## src/rtl/blkclr_seq.sv

```systemverilog
module blkclr_seq #(
  parameter int AW = 16,
  parameter int DW = 8,
  parameter int CW = 7
) (
  input  logic          clk,
  input  logic          rst_n,
  input  logic          start,
  input  logic [AW-1:0] count_in,
  input  logic [AW-1:0] addr_in,
  input  logic          mem_ack,
  output logic          mem_req,
  output logic [AW-1:0] mem_addr,
  output logic [DW-1:0] mem_wdata,
  output logic          busy,
  output logic          done,
  output logic [AW-1:0] r0_out,
  output logic [AW-1:0] r1_out
);
  typedef enum logic [1:0] {S_IDLE, S_CLR, S_WR} st_t;

  st_t           st;
  logic [AW-1:0] r0, r1;
  logic [DW-1:0] mdr;
  logic          dn;

  wire last_one = (r0 == AW'(1));
  wire cnt_zero = (r0 == '0);

  always_ff @(posedge clk) begin
    if (!rst_n) begin
      st  <= S_IDLE;
      r0  <= '0;
      r1  <= '0;
      mdr <= '1;
      dn  <= 1'b0;
    end else begin
      dn <= 1'b0;
      case (st)
        S_IDLE:
          if (start) begin
            r0 <= AW'(count_in[CW-1:0]);
            r1 <= addr_in;
            st <= S_CLR;
          end
        S_CLR: begin
          mdr <= mdr & '0;
          if (cnt_zero) begin
            st <= S_IDLE;
            dn <= 1'b1;
          end else begin
            st <= S_WR;
          end
        end
        S_WR:
          if (mem_ack) begin
            r1 <= r1 + AW'(1);
            r0 <= r0 - AW'(1);
            if (last_one) begin
              st <= S_IDLE;
              dn <= 1'b1;
            end
          end
        default: st <= S_IDLE;
      endcase
    end
  end

  assign mem_req   = (st == S_WR);
  assign mem_addr  = r1;
  assign mem_wdata = mdr;
  assign busy      = (st != S_IDLE);
  assign done      = dn;
  assign r0_out    = r0;
  assign r1_out    = r1;
endmodule

```

## config.mk

```make
export PLATFORM = sky130hd
export DESIGN_NAME = blkclr_seq
export DESIGN_NICKNAME = d
export VERILOG_FILES = /design/src/rtl/blkclr_seq.sv
export SDC_FILE = /design/constraint.sdc
export NUM_CORES = 1
export LEC_CHECK = 0
export CAP_MARGIN = 20
export CORE_MARGIN = 3
export CORE_UTILIZATION = 63
export CTS_CLUSTER_SIZE = 24
export DETAILED_ROUTE_END_ITERATION = 8
export DONT_BUFFER_PORTS = 1
export GPL_TIMING_DRIVEN = 0
export PLACE_DENSITY = 0.78
export SLEW_MARGIN = 20
export SYNTH_ARGS = -nofsm -noshare
export SYNTH_HDL_FRONTEND = slang
export SYNTH_SLANG_ARGS = --single-unit
```

## constraint.sdc

```tcl
create_clock -name clk -period 2.1 [get_ports clk]
set_input_delay 0.63 -clock clk [delete_from_list [all_inputs] [get_ports clk]]
set_output_delay 0.63 -clock clk [all_outputs]
set_load 0.005 [all_outputs]
```

==> run metrics, run 1 <==
outcome finished, final reports clean; post-synth top area share 0.313; data required time of the worst path 2.32 ns; vias per cell 6.50; # diodes 0; vias 2,166; Routed Antenna Nets 0; clk buf depth 2; die area 4420 um2; Setup Buffers After CTS 0; detailed placer's ending HPWL 4230 um; Die H 66.5 um; initial antenna violation count 0; layout cell share with drive strength beyond 1 0.181; clock-pin transition on the worst setup and hold timing paths 0.07 ns; Placer Congestion 0.825; worst hold path class in -> reg; DRC violations left 0; area of the core 3440 um2; post-route insts no fill 333; min cycle time layout 2.00 ns; worst-skew pair later-pin latency 0.29 ns; Worst Tran Pin Value 0.554 ns; top cells by count, synth dfxtp_1, a21oi_1, buf_4; grt total ovfl 0; Ys Warns 0; drt wl/cell 18.0 um; IO Pins 95; maxcap violations 0; Final Cycle Share 0.954; critical path type reg -> reg; synth-to-layout area growth 7.05%; CTS tree yes; H-tree depth 2; count leader, synth dfxtp_1; Final setup viols 0; Slew HR 0.631; Primary FF master, synth dfxtp_1; gr usage total 0.274; Mapped Avg Cell Area 8.24 um2; Pleak 0.932 nW; nets@finish 329; synthesized area 2310 um2; CTS root buffer clkbuf_8; syn_nets 322; drt total wl 6010 um; Netlist cell types 50; Clock Skew 0.00682 ns; setup TNS 0 ns; max-slew violation count 0; Fin. Hold Viols 0; largest net degree at the start of global routing 11; crit path max fanout 9; Post-synth EDFFs 0; filler instances 307; row cnt 21; Die Wd 66.5 um; Seq cells post-synth 36; initial drt markers 137; peak supply drop 620 uV; dpl cells 326; Async S/R FF share, synth 0; port bufs 0; TritonCTS Buffers 5; crit end category flop; critical path arrival 2.22 ns; top cells by area, synth dfxtp_1, buf_4, a21oi_1; Setup crit start kind flop; Post-Syn Instances 280; CTS sink cnt 36; Seq/Total Area, Yosys 0.313; Initial Util 0.670; vias in the first global route 1,966; Yosys top cell by area dfxtp_1; power per cell area 983 nW/um2; first-pass GRT wire length 9310 um; DR pass1 iterations 4; fmax 499 MHz
## critical path, stage by stage, from the launching register on
cell,delay [ns]
dfxtp_1,0.32
inv_1,0.16
ha_2,0.31
mux2_2,0.28
nand4_2,0.24
nor4_1,0.39
mux2i_1,0.24
## routing by layer
| metal | wire (um) | track usage | share of wire |
|---|---|---|---|
| met3 | 515 | 0.0809 | 0.086 |
| met4 | 85 | 0.102 | 0.014 |
| met1 | 2590 | 0.353 | 0.43 |
| met2 | 2820 | 0.430 | 0.47 |
| met5 | 0 | 0 | 0 |
## power by group
part,switching (mW),internal (mW)
combinational,0.500,0.431
sequential,0.224,0.803
clock,0.243,0.225
## final timing paths
kind,from,endpoint,slack (ns),cells past startpoint
max,st[0],r0_out[13],0.1,6
max reg2reg,st[0],r0_out[13],0.1,6
min reg2reg,r0_out[10],r0_out[10],0.53,2
min,count_in[5],r0_out[5],0.49,2
## layout by cell type (no fill, tap or decap), types with 2 or more instances in the layout
master     netlist  final
ha_1             6      4
a22oi_1          3      3
mux2i_1          4      4
and2_1           3      3
buf_4           23     24
nand3_1         13     13
a21oi_1         26     26
a211oi_1         4      4
o221a_2          3      3
buf_1            2      2
or3_1            8      8
clkbuf_8         0      5
buf_2            7      5
o21ai_0          9      9
o22ai_1          4      4
a21o_1           2      2
and4_1           5      5
inv_1           11     11
and3_1           5      5
o31a_1           3      3
o31ai_1          5      5
nor4_1           5      4
nand4_1          7      7
dfxtp_1         36     36
o211ai_1         5      5
o2bb2ai_1        2      2
mux2_2           2      2
nand2b_1         3      3
nor3_1           2      2
clkbuf_1         6      6
nor2b_1          2      2
a31oi_1          7      7
nor2_1          10     10
or4_1            9      9
nand2_1         22     22
## cell type report
cell class,count,area [um2],area share
Inverter,11,41.3,0.0167
Multi-Input combinational cell,195,1330,0.538
Buffer,38,244,0.0988
Tap cell,46,57.6,0.0233
Clock buffer,6,72.6,0.0294
Sequential cell,36,721,0.292
Clock inverter,1,5.00,0.00203
## registers in the layout (all words and copies together), names as in the netlist
signal and flops:
st 2, r0_out 16, mem_wdata 1, mem_addr 16, done 1
## cell families (layout without fill, tap and decap cells)
kind of cell,Yosys count,in the layout,share of synthesized area
AND/OR/NAND/NOR,103,103,0.279
AO/OA/AOI/OAI,79,79,0.224
buffers and inverters,49,56,0.121
flip-flops,36,36,0.313
adder cells (fa/ha/maj),6,6,0.0326
multiplexers,6,6,0.0271
XOR/XNOR,1,1,0.00380
## repair_timing
action / in CTS / in global routing
gates resized for setup: 2 / 6
pin swaps: 0 / 0
setup endpoints to repair: 5 / 16
hold buffers: 0 / 0
## per-stage QoR
stage	total power [mW]	worst slack [ns]	area [um2]	util	hold slack (ns)
floorplan	1.73	0.270	2310	-	0.451
global placement	1.92	0.00209	2360	0.687	0.472
detailed placement	1.93	-0.0378	2360	0.687	0.490
CTS	2.40	0.0327	2440	0.710	0.487
global route	2.60	-0.0270	2470	0.717	0.494
finish	2.43	0.0965	2470	0.717	0.491
No activity file was read; power rests on OpenSTA's default activity.
==> run 2: changes to the inputs <==
Settings changed: CTS_BUF_LIST set to sky130_fd_sc_hd__clkbuf_4 sky130_fd_sc_hd__clkbuf_8 sky130_fd_sc_hd__clkbuf_16.
==> run 2 against run 1 <==
Global-route usage up 0.071 points. Power increased by 0.70%. Critical path depth unchanged. Clock-buffer cell count unchanged. Wire length up 0.80%. Sequential power about the same. Largest cell class unchanged. Clock skew shrank 0.00060 ns. Fmax increased by 0.24%. Worst hold slack lost 0.0032 ns. Final cell count did not move. Register-to-register slack hardly changed.
==> run metrics, run 2 (synthesis gave the netlist of run 1 again) <==
vias in the first global route 1,965 (was 1,966); Die H 66.5 um (unchanged); Post-DP Area 2360 um2 (unchanged); drt wl/cell 18.2 um (was 18.0 um); data required time of the worst path 2.32 ns (about the same); die area 4420 um2 (unchanged); crit end category flop (unchanged); total chip power 2.44 mW (was 2.43 mW); Setup crit start kind flop (unchanged); worst hold margin 0.488 ns (was 0.491 ns); Placer Congestion 0.825 (unchanged); worst-skew pair later-pin latency 0.29 ns (about the same); DRC violations left 0 (unchanged); max-slew violation count 0 (unchanged); Fin. Hold Viols 0 (unchanged); DR pass1 iterations 5 (was 4); layout cell share with drive strength beyond 1 0.185 (was 0.181); CTS root buffer clkbuf_8 (unchanged); CTS tree yes (unchanged); row cnt 21 (unchanged); Routed Antenna Nets 0 (unchanged); vias 2,187 (was 2,166); met3 Track Usage GR 0.0809 (unchanged); Final Cycle Share 0.952 (was 0.954); Setup Buffers After CTS 0 (unchanged); H-tree depth 2 (unchanged); drt total wl 6050 um (was 6010 um); Pleak 0.935 nW (was 0.932 nW); critical path arrival 2.22 ns (about the same); maxcap violations 0 (unchanged); TritonCTS Buffers 5 (unchanged); grt met1 use 0.356 (was 0.353); Worst Tran Pin Value 0.556 ns (was 0.554 ns); CTS sink cnt 36 (unchanged); min cycle time layout 2.00 ns (about the same); IO Pins 95 (unchanged); critical path type reg -> reg (unchanged); outcome finished, final reports clean (unchanged); Util after Layout 0.718 (was 0.717); Slew HR 0.629 (was 0.631); # diodes 0 (unchanged); Final setup viols 0 (unchanged); nets@finish 329 (unchanged); hold_buf cts 0 (unchanged); Initial Util 0.670 (unchanged); clock-pin transition on the worst setup and hold timing paths 0.07 ns (about the same); met2 global-route usage 0.430 (unchanged); initial antenna violation count 0 (unchanged); Die Wd 66.5 um (unchanged); initial drt markers 169 (was 137); largest net degree at the start of global routing 11 (unchanged); clk buf depth 2 (unchanged); worst hold path class in -> reg (unchanged); fmax 500 MHz (was 499 MHz); most frequent cells in the layout dfxtp_1, a21oi_1, buf_4 (unchanged); synth-to-layout area growth 7.22% (was 7.05%); area of the core 3440 um2 (unchanged); gr usage total 0.275 (was 0.274); power per cell area 988 nW/um2 (was 983 nW/um2); detailed placer's ending HPWL 4230 um (unchanged); Finished Cell Area 2470 um2 (about the same); Clock Skew 0.00622 ns (was 0.00682 ns); vias per cell 6.57 (was 6.50); crit path max fanout 9 (unchanged); gr busiest metal met2 (unchanged); port bufs 0 (unchanged); commonest non-fill, non-tap cell in the layout dfxtp_1 (unchanged); first-pass GRT wire length 9340 um (was 9310 um); peak supply drop 623 uV (was 620 uV); grt total ovfl 0 (unchanged)
## run 2: cell count changes in the layout (fill, tap and decap cells not counted)
cell,previous run,this run
clkbuf_1,6,5
clkbuf_4,1,2
## run 2: metrics by stage
| step | std cells | setup WS, ns | TNS (ns) |
|---|---|---|---|
| final | 333 | 0.101 | 0 |
| after global routing | 333 | -0.0270 | -0.114 |
| after CTS | 333 | 0.0339 | 0 |
| after detailed placement | 326 | -0.0378 | -0.0610 |
| after global placement | 326 | 0.00209 | 0 |
| after floorplan | 280 | 0.270 | 0 |
## run 2: worst max-delay path, stage by stage, from the launching register on
cell and delay (ns):
dfxtp_1 0.32, inv_1 0.16, ha_2 0.31, mux2_2 0.27
nand4_2 0.24, nor4_1 0.39, mux2i_1 0.23
## run 2: power by group
group | switching, mW | total (mW) | internal, mW
sequential | 0.226 | 1.03 | 0.802
clock | 0.246 | 0.485 | 0.238
combinational | 0.499 | 0.930 | 0.431
## run 2: path summary, 6_finish.rpt
path / start / to / slack [ns] / cells past startpoint
min: count_in[5] / r0_out[5] / 0.49 / 2
min reg2reg: r0_out[10] / r0_out[10] / 0.53 / 2
max: st[0] / r0_out[13] / 0.10 / 6
max reg2reg: st[0] / r0_out[13] / 0.10 / 6
## run 2: area by class of cell
cell class | instances | area [um2]
clock buffers | 6 | 76.3
plain buffers | 38 | 244
multi-input cells | 195 | 1330
inverters | 11 | 41.3
well taps | 46 | 57.6
fillers | 306 | 970
flip-flops and latches | 36 | 721
clock inverters | 1 | 5.00
## run 2: metal layers
metal / wire length [um] / up-vias
li1: - / 1048
met1: 2590 / 1004
met2: 2780 / 119
met3: 556 / 16
met4: 131 / 0
met5: 0 / -
## run 2: timing repair
item / 4_1_cts / 5_1_grt
gates resized for setup: 2 / 6
endpoints found under the setup margin: 5 / 16
hold endpoints to repair: 0 / 0
